File: config.mk
export PLATFORM = sky130hd
export DESIGN_NAME = future_file_rob
export DESIGN_NICKNAME = d
export VERILOG_FILES = /design/src/rtl/ffrob_pkg.sv /design/src/rtl/ffrob_regfile.sv /design/src/rtl/ffrob_queue.sv /design/src/rtl/future_file_rob.sv
export SDC_FILE = /design/constraint.sdc
export NUM_CORES = 1
export LEC_CHECK = 0
export BUFFER_PORTS_ARGS = -buffer_cell sky130_fd_sc_hd__buf_2
export CORE_MARGIN = 5
export CORE_UTILIZATION = 45
export CTS_CLUSTER_DIAMETER = 100
export CTS_CLUSTER_SIZE = 16
export DETAILED_ROUTE_END_ITERATION = 16
export HOLD_SLACK_MARGIN = 0.15
export PLACE_DENSITY = 0.61
export SLEW_MARGIN = 20
export SYNTH_ARGS = -nofsm -noshare
export SYNTH_HDL_FRONTEND = slang
export SYNTH_SLANG_ARGS = --single-unit
File: constraint.sdc
create_clock -name clk -period 11.5 [get_ports clk]
set_input_delay 2.3 -clock clk [delete_from_list [all_inputs] [get_ports clk]]
set_output_delay 2.3 -clock clk [all_outputs]
set_load 0.02 [all_outputs]
File: src/rtl/ffrob_pkg.sv
package ffrob_pkg;
  typedef enum logic [1:0] {
    HEAD_WAIT   = 2'd0,
    HEAD_RETIRE = 2'd1,
    HEAD_FLUSH  = 2'd2
  } head_act_e;
endpackage

File: src/rtl/ffrob_regfile.sv
module ffrob_regfile #(
  parameter int NREG = 8,
  parameter int DW   = 16,
  localparam int AW  = $clog2(NREG)
) (
  input  logic                 clk,
  input  logic                 rst,
  input  logic                 we,
  input  logic [AW-1:0]        waddr,
  input  logic [DW-1:0]        wdata,
  input  logic                 load_en,
  input  logic [NREG*DW-1:0]   load_all,
  input  logic [AW-1:0]        raddr,
  output logic [DW-1:0]        rdata,
  output logic [NREG*DW-1:0]   all_q
);
  logic [DW-1:0] mem [NREG];

  always_ff @(posedge clk) begin
    if (rst) begin
      for (int i = 0; i < NREG; i++) mem[i] <= '0;
    end else if (load_en) begin
      for (int i = 0; i < NREG; i++) mem[i] <= load_all[i*DW +: DW];
    end else if (we) begin
      mem[waddr] <= wdata;
    end
  end

  assign rdata = mem[raddr];

  for (genvar g = 0; g < NREG; g++) begin : g_flat
    assign all_q[g*DW +: DW] = mem[g];
  end
endmodule

File: src/rtl/ffrob_queue.sv
module ffrob_queue
  import ffrob_pkg::*;
#(
  parameter int NREG  = 8,
  parameter int DW    = 16,
  parameter int DEPTH = 8,
  parameter int PCW   = 16,
  localparam int AW   = $clog2(NREG),
  localparam int TW   = $clog2(DEPTH)
) (
  input  logic            clk,
  input  logic            rst,
  input  logic            iss_valid,
  input  logic [AW-1:0]   iss_dest,
  input  logic [PCW-1:0]  iss_pc,
  output logic            iss_ready,
  output logic [TW-1:0]   iss_tag,
  input  logic            cmp_valid,
  input  logic [TW-1:0]   cmp_tag,
  input  logic [DW-1:0]   cmp_value,
  input  logic            cmp_exc,
  output logic            ff_we,
  output logic [AW-1:0]   ff_waddr,
  output logic [DW-1:0]   ff_wdata,
  output logic            commit_fire,
  output logic [AW-1:0]   commit_dest,
  output logic [DW-1:0]   commit_value,
  output logic            flush_fire,
  output logic [PCW-1:0]  flush_pc,
  output logic [TW:0]     count_q
);
  logic [DEPTH-1:0] vld_q, done_q, exc_q;
  logic [AW-1:0]    dest_q [DEPTH];
  logic [DW-1:0]    val_q  [DEPTH];
  logic [PCW-1:0]   pc_q   [DEPTH];
  logic [TW-1:0]    head_q, tail_q;

  head_act_e act;
  logic      iss_ok, cmp_ok, shadowed;
  logic [TW-1:0] age_c, age_j;

  always_comb begin
    act = HEAD_WAIT;
    if (vld_q[head_q] && done_q[head_q])
      act = exc_q[head_q] ? HEAD_FLUSH : HEAD_RETIRE;
  end

  assign commit_fire  = (act == HEAD_RETIRE);
  assign flush_fire   = (act == HEAD_FLUSH);
  assign commit_dest  = dest_q[head_q];
  assign commit_value = val_q[head_q];
  assign flush_pc     = pc_q[head_q];

  assign iss_ready = (count_q != (TW+1)'(DEPTH)) && !flush_fire;
  assign iss_tag   = tail_q;
  assign iss_ok    = iss_valid && iss_ready;
  assign cmp_ok    = cmp_valid && vld_q[cmp_tag] && !flush_fire;

  // A younger, already completed writer of the same register owns the
  // speculative value; an older result arriving late must not replace it.
  always_comb begin
    shadowed = 1'b0;
    age_c    = cmp_tag - head_q;
    age_j    = '0;
    for (int j = 0; j < DEPTH; j++) begin
      age_j = TW'(j) - head_q;
      if (vld_q[j] && done_q[j] && (dest_q[j] == dest_q[cmp_tag]) && (age_j > age_c))
        shadowed = 1'b1;
    end
  end

  assign ff_we    = cmp_ok && !shadowed;
  assign ff_waddr = dest_q[cmp_tag];
  assign ff_wdata = cmp_value;

  always_ff @(posedge clk) begin
    if (rst || flush_fire) begin
      vld_q   <= '0;
      done_q  <= '0;
      exc_q   <= '0;
      head_q  <= '0;
      tail_q  <= '0;
      count_q <= '0;
    end else begin
      if (iss_ok) begin
        vld_q[tail_q]  <= 1'b1;
        done_q[tail_q] <= 1'b0;
        exc_q[tail_q]  <= 1'b0;
        dest_q[tail_q] <= iss_dest;
        pc_q[tail_q]   <= iss_pc;
        tail_q         <= tail_q + 1'b1;
      end
      if (cmp_ok) begin
        done_q[cmp_tag] <= 1'b1;
        exc_q[cmp_tag]  <= cmp_exc;
        val_q[cmp_tag]  <= cmp_value;
      end
      if (commit_fire) begin
        vld_q[head_q] <= 1'b0;
        head_q        <= head_q + 1'b1;
      end
      count_q <= count_q + (TW+1)'(iss_ok) - (TW+1)'(commit_fire);
    end
  end
endmodule

File: src/rtl/future_file_rob.sv
module future_file_rob #(
  parameter int NREG  = 8,
  parameter int DW    = 16,
  parameter int DEPTH = 8,
  parameter int PCW   = 16,
  localparam int AW   = $clog2(NREG),
  localparam int TW   = $clog2(DEPTH)
) (
  input  logic            clk,
  input  logic            rst,
  input  logic            iss_valid,
  input  logic [AW-1:0]   iss_dest,
  input  logic [PCW-1:0]  iss_pc,
  output logic            iss_ready,
  output logic [TW-1:0]   iss_tag,
  input  logic            cmp_valid,
  input  logic [TW-1:0]   cmp_tag,
  input  logic [DW-1:0]   cmp_value,
  input  logic            cmp_exc,
  input  logic [AW-1:0]   rd_addr,
  output logic [DW-1:0]   rd_data,
  input  logic [AW-1:0]   arch_addr,
  output logic [DW-1:0]   arch_data,
  output logic            cmt_valid,
  output logic [AW-1:0]   cmt_dest,
  output logic [DW-1:0]   cmt_value,
  output logic            flush_valid,
  output logic [PCW-1:0]  flush_pc
);
  logic              ff_we, commit_fire, flush_fire;
  logic [AW-1:0]     ff_waddr, commit_dest;
  logic [DW-1:0]     ff_wdata, commit_value, ff_rdata;
  logic [PCW-1:0]    head_pc;
  logic [TW:0]       q_count;
  logic [NREG*DW-1:0] arch_all, ff_all;

  ffrob_queue #(.NREG(NREG), .DW(DW), .DEPTH(DEPTH), .PCW(PCW)) u_q (
    .clk, .rst, .iss_valid, .iss_dest, .iss_pc, .iss_ready, .iss_tag,
    .cmp_valid, .cmp_tag, .cmp_value, .cmp_exc,
    .ff_we, .ff_waddr, .ff_wdata,
    .commit_fire, .commit_dest, .commit_value,
    .flush_fire, .flush_pc(head_pc), .count_q(q_count)
  );

  ffrob_regfile #(.NREG(NREG), .DW(DW)) u_arch (
    .clk, .rst, .we(commit_fire), .waddr(commit_dest), .wdata(commit_value),
    .load_en(1'b0), .load_all('0), .raddr(arch_addr), .rdata(arch_data),
    .all_q(arch_all)
  );

  ffrob_regfile #(.NREG(NREG), .DW(DW)) u_fut (
    .clk, .rst, .we(ff_we), .waddr(ff_waddr), .wdata(ff_wdata),
    .load_en(flush_fire), .load_all(arch_all), .raddr(rd_addr), .rdata(ff_rdata),
    .all_q(ff_all)
  );

  assign rd_data = (ff_we && (ff_waddr == rd_addr)) ? ff_wdata : ff_rdata;

  always_ff @(posedge clk) begin
    if (rst) begin
      cmt_valid   <= 1'b0;
      cmt_dest    <= '0;
      cmt_value   <= '0;
      flush_valid <= 1'b0;
      flush_pc    <= '0;
    end else begin
      cmt_valid   <= commit_fire;
      flush_valid <= flush_fire;
      if (commit_fire) begin
        cmt_dest  <= commit_dest;
        cmt_value <= commit_value;
      end
      if (flush_fire) flush_pc <= head_pc;
    end
  end
endmodule

# [Word-level counts from Yosys, hierarchy flattened]
# Memory sizes are Yosys's and may differ from the RTL's. A register that Yosys moved wholly into a read port is not among the register bits.
# Index checks and enable logic that the tools add are counted.
[classes] n_addsub=13 n_mul=0 div_mod_pow=0 n_lt_le_gt_ge=14 eq_ne=12 shifts=0 mux=71 bitwise=15 reduce_logical=39
[op_table] operator="$mux W16" n=11
[op_table] operator="$mux W8" n=9
[op_table] operator="$mux W1" n=35
[op_table] operator="$logic_and A1 B1 Y1" n=34
[op_table] operator="$reduce_or A16 Y1" n=2
[op_table] operator="$eq A3 B3 Y1" n=9
[op_table] operator="$and A8 B8 Y8" n=3
[op_table] operator="$gt A3 B3 Y1" n=8
[op_table] operator="$mux W3" n=6
[op_table] operator="$not A8 Y8" n=2
[op_table] operator="$or A8 B8 Y8" n=2
[op_table] operator="$bmux W1 S3" n=4
[op_table] operator="$lt A3 B4 Y1 const B" n=3
[op_table] operator="$sub A3 B3 Y3 const A" n=4
[op_table] operator="$demux W1 S3" n=3
[op_table] operator="$ge A3 B1 Y1 const B" n=3
[op_table] operator="$bwmux W8" n=1
[op_table] operator="$or A1 B1 Y1" n=8
[op_table] operator="$add A3 B1 Y3 const B" n=2
[op_table] operator="$sub A1 B3 Y3 const A" n=2
[op_table] operator="$sub A2 B3 Y3 const A" n=2
[op_table] operator="$add A4 B1 Y4" n=1
[op_table] operator="$mux W2" n=2
[op_table] operator="$ne A4 B4 Y1 const B" n=1
[op_table] operator="6 further kinds" n=7
[totals] regBits=55 latchBits=0 ramBits=536 mem_bits_ro=0 wordCells=179 memories=5
[mem_list] memory="u_arch.mem" depth=8 width=16 read_ports=9 rd_ports_with_merged_regs=0 wr=8 line="ffrob_regfile.sv:17" source="logic [DW-1:0] mem [NREG];"
[mem_list] memory="u_fut.mem" depth=8 width=16 read_ports=1 rd_ports_with_merged_regs=0 wr=8 line="ffrob_regfile.sv:17"
[mem_list] memory="u_q.pc_q" depth=8 width=16 read_ports=1 rd_ports_with_merged_regs=1 wr=1 line="ffrob_queue.sv:35" source="logic [PCW-1:0] pc_q [DEPTH];"
[mem_list] memory="u_q.val_q" depth=8 width=16 read_ports=1 rd_ports_with_merged_regs=1 wr=1 line="ffrob_queue.sv:34" source="logic [DW-1:0] val_q [DEPTH];"
[mem_list] memory="u_q.dest_q" depth=8 width=3 read_ports=10 rd_ports_with_merged_regs=1 wr=1 line="ffrob_queue.sv:33" source="logic [AW-1:0] dest_q [DEPTH];"

# [Depth between registers and ports, before layout]
# An unclocked memory read counts as a cell.
[logic_depth] word_depth=20 depth_mapped=19 mapped_depth_nobuf=15

# [Modules after synthesis]
# From an unflattened synthesis, not the netlist that was laid out.
[unflattened] cells_unflattened=1725 hier_area_um2=28273.4
[modules_own_cells] module="ffrob_queue" n_inst=1 cells_each=770 area_per_inst_um2=13553.0 seq_area_each_um2=9148.8
[modules_own_cells] module="ffrob_regfile" n_inst=2 cells_each=408 area_per_inst_um2=6585.1 seq_area_each_um2=3843.7
[modules_own_cells] module="future_file_rob" n_inst=1 cells_each=139 area_per_inst_um2=1550.2 seq_area_each_um2=740.7

# [Least setup slack after synthesis]
# No wires, ideal clock.
[synth_timing] kind="in2out" startpoint="in cmp_tag[0]" endpoint="out rd_data[10]" arrival_ns=5.914 setup_slack_ns=3.286 stages=19 n_path_buf=4 cell_sequence="buf_4 buf_6 clkinv_1 ha_1 inv_1 fa_1 xnor2_1 xnor2_1 inv_1 ha_1 inv_1 nor2_1 o21ai_0 o41a_1 buf_2 inv_2 nor3_4 buf_6 mux2_1"
[synth_between] elab_chain_cells=16 elab_cells_between_ends=51 classes_between="1 x add/sub; 8 x order compare; 9 x eq/ne; 11 x mux; 21 x reduce/logical; 1 x memory"
[synth_rtl] item="from (decl)" line="future_file_rob.sv:17" source="input logic [TW-1:0] cmp_tag,"
[synth_rtl] item="parallel branches: the longest is 14 deep, another holds $sub A3 B3 Y3"
[synth_rtl] item="$logic_and A1 B1 Y1 *" line="future_file_rob.sv:57" source="assign rd_data = (ff_we && (ff_waddr == rd_addr)) ? ff_wdata : ff_rdata;"
[synth_rtl] item="$mux W16 *" line="future_file_rob.sv:57"
[synth_rtl] item="to (decl)" line="future_file_rob.sv:21" source="output logic [DW-1:0] rd_data,"
# Every way passes the cells marked *. The select of a mux whose other input is x is not followed.

# [Worst setup path after layout]
[layout_timing] startpoint="in cmp_tag[0]" endpoint="out rd_data[4]"
# The elaborated chain is that of the path after synthesis.

==> summary.txt <==
Port Buffer Count -> 121
IO Count -> 122
Netlist Area Pre-Place -> 27190 um^2
Layout Nets -> 1879
Die X -> 255.8 um
Starting Density -> 45.22%
Cts bufs inserted -> 45
Multi-input logic area -> 9034 um^2
Vias in the first global route -> 15880
Yosys warnings -> 0
Maxcap violations -> 0
Final Hold Fails -> 0
Slew @ Worst Pin -> 1.196 ns
Origin of the worst setup path -> cmp_tag[0]
Area contributors post-synth -> edfxtp_1 (59%), mux4_2 (12%), dfxtp_1 (5.4%), a22o_1 (3.1%), nor2_1 (2.9%)
Pre-Repair DR Iteration Count -> 6
RSZ-0062 raised after global routing -> false
EDFF count, synth -> 536
Synth unique cells -> 64
Largest net degree at the start of global routing -> 98
Setup TNS -> 0 ns
Sequential-to-total area share from yosys stat -> 64.64%
DRC errors left -> 0
FF+latch area -> 17580 um^2
Final WL -> 72.04 mm
Hold path start -> u_q.done_q[1]
Syn avg cell area -> 15.65 um^2
Reg2reg setup slack -> 5.58 ns
R2R cell count -> 14
Top delay family on crit path -> simple AND/OR/NAND/NOR gates
Slowest-stage cell, CP -> nor3_4
First-pass GRT wire length -> 106.4 mm
Synth Register Bits -> 610
Hold Crit Depth -> 2
Buf/Inv on CP -> 5
Critical Path Fanout Max -> 35
Final Util -> 49.72%
Clock buffer depth -> 3
Clk slew on worst S/H paths -> 0.07 ns
Number of setup buffers added after CTS -> 0
CTS tree -> done
Worst Hold Class -> flop to flop
Signal arrival time at the worst endpoint -> 7.58 ns
Fillers -> 5076
GP Congestion -> 0.8327
Kind of critical path -> input port to output port
Reg2reg end -> u_fut.mem[6][12]
R2r startpoint -> u_q.head_q[1]
HPWL after DPL -> 43.87 mm
Dpl cell area -> 28520 um^2
Synthesized net count -> 1811
ANT nets after route -> 0
Die area -> 65440 um^2
Final setup fails -> 0
Worst-path cell chain -> buf_2, clkinv_1, ha_1, inv_1, fa_1, xnor2_1, xnor2_1, inv_1, ha_1, o21ai_0, a21oi_1, nand3_1, o22ai_1, nand4bb_4, nor3_4, mux2_2, buf_2
Hold buffer count at cts -> 0
Cell area after layout -> 29900 um^2
Top cell type's share of synthesized area -> 59.19%
Initial antenna violation count -> 6
Worst setup SP type -> input port
Yosys top cell by area -> edfxtp_1
Hold Path Sink -> u_q.done_q[1]
Fmax -> 0.1012 GHz
P_leak -> 10.15 nW
Wire length per cell -> 27.43 um
Routed vias/inst -> 5.960
Most common cell after layout, fill and taps aside -> edfxtp_1
Iteration-0 DRC Markers -> 1402
Final hold slack -> 0.4562 ns
Peak per-stage delay on the critical path -> 0.96 ns
Most used DFF post-synth -> edfxtp_1
Core ar. -> 60130 um^2
H-tree Lvls -> 2
Worst Setup End Kind -> output port
GRT Residual Overflow -> 0
Min cycle time layout -> 9.879 ns
Area grow syn2layout -> 9.958%
Via count -> 15650
Clock root buffer -> clkbuf_16
Chip height -> 255.8 um
Post-synth ARST share -> 0%
Final critical-path share of the clock period -> 85.91%
Clock Skew -> 0.02943 ns
Syn Inst Count -> 1738
Relative slew margins -> 20.07%
Final-report max-slew violation count -> 0
Layout cells sized above 1 -> 25.34%
Post_cts resized -> 0
Req. time, crit path -> 9.20 ns
Tot GR Track Use -> 21.65%
Commonest non-fill, non-tap cells in the layout -> edfxtp_1 (536), nor2_1 (199), mux4_2 (142)
Power Total -> 0.004374 W
Clk sink count -> 610
Clk Latency, worst-skew pair -> 0.61 ns
Worst ir drop on vdd -> 0.0001336 V
Row cnt -> 90
Pwr/cell area -> 146.3 nW/um^2
Status -> finished, final reports clean
==> worst min-delay path, cell delays in order, from the launching register on <==
cell and delay (ns):
dfxtp_1 0.31, nand2_1 0.05, a21oi_1 0.05
==> routing by layer <==
metal	part of all wire [%]	track usage (%)	vias up
li1	-	-	6892
met1	41	29.14	8107
met2	50	36.78	525
met3	6.7	4.281	115
met4	2.5	5.187	12
met5	0.11	0	-
==> cells in the mapped netlist (all sizes together) (3+ instances only) <==
library cell / instances
edfxtp: 536
nor2: 217
mux4: 142
a22o: 97
mux2: 82
nand2: 76
dfxtp: 74
clkbuf: 70
buf: 60
nor2b: 45
mux2i: 35
a21oi: 30
inv: 28
nand3: 25
a311oi: 22
ha: 22
a211oi: 21
xnor2: 18
nand2b: 17
o21ai: 16
xor2: 16
nor3: 9
a31oi: 6
and2: 6
nand4: 6
nand4b: 5
o211ai: 5
o22ai: 5
or2: 5
a221oi: 4
nand3b: 4
clkinv: 3
o2111ai: 3
==> state kept, by name (all words and copies together), names as in the netlist, 4 cells and up, named ones only <==
signal,count
cmt_value,16
flush_pc,16
u_arch.mem,128
u_fut.mem,128
u_q.count_q,4
u_q.dest_q,24
u_q.done_q,8
u_q.exc_q,8
u_q.pc_q,128
u_q.val_q,128
u_q.vld_q,8
==> metrics by stage <==
| stage | std cells | worst slack [ns] |
|---|---|---|
| 4_1_cts | 2625 | 1.497 |
| 6_report | 2626 | 1.621 |
| 2_1_floorplan | 1738 | 3.286 |
| 5_1_grt | 2625 | 1.109 |
| 3_3_place_gp | 2541 | 1.639 |
| 3_5_place_dp | 2541 | 1.496 |
==> how the worst max path moves through the flow <==
| stage | to | depth (start not counted) | slack [ns] |
|---|---|---|---|
| after floorplan | rd_data[10] | 19 | 3.29 |
| after global placement | rd_data[4] | 17 | 1.64 |
| after detailed placement | rd_data[1] | 17 | 1.50 |
| after CTS | rd_data[1] | 17 | 1.50 |
| after global routing | rd_data[2] | 17 | 1.11 |
| final | rd_data[4] | 17 | 1.62 |
==> area by class of cell <==
cell class                      count  share of cell area, %
Antenna cell                        1               0.008370
Clock buffer                       79                  4.264
Clock inverter                      5                 0.2595
Inverter                           31                 0.3892
Multi-Input combinational cell    967                  30.21
Sequential cell                   610                  58.80
Tap cell                          782                  3.273
Timing Repair Buffer              151                  2.787
==> where the power goes <==
group          internal [W]  switching (W)  total (W)
Combinational      0.000127       0.000217   0.000343
Sequential          0.00247      0.0000281    0.00249
Clock              0.000764       0.000772    0.00154
==> logic make-up (layout without fill, tap and decap cells) <==
group	Yosys count	after routing	synth area share [%]
AOI/OAI and AO/OA	223	223	6.415
buffers and inverters	161	266	2.494
adders and majority gates	25	25	1.196
other	0	1	0
DFF	610	610	64.64
muxes	259	259	16.69
xor gates and xnor gates	34	34	1.095
and+or+nand+nor	426	426	7.464
Power figures use the tool's default switching activity.
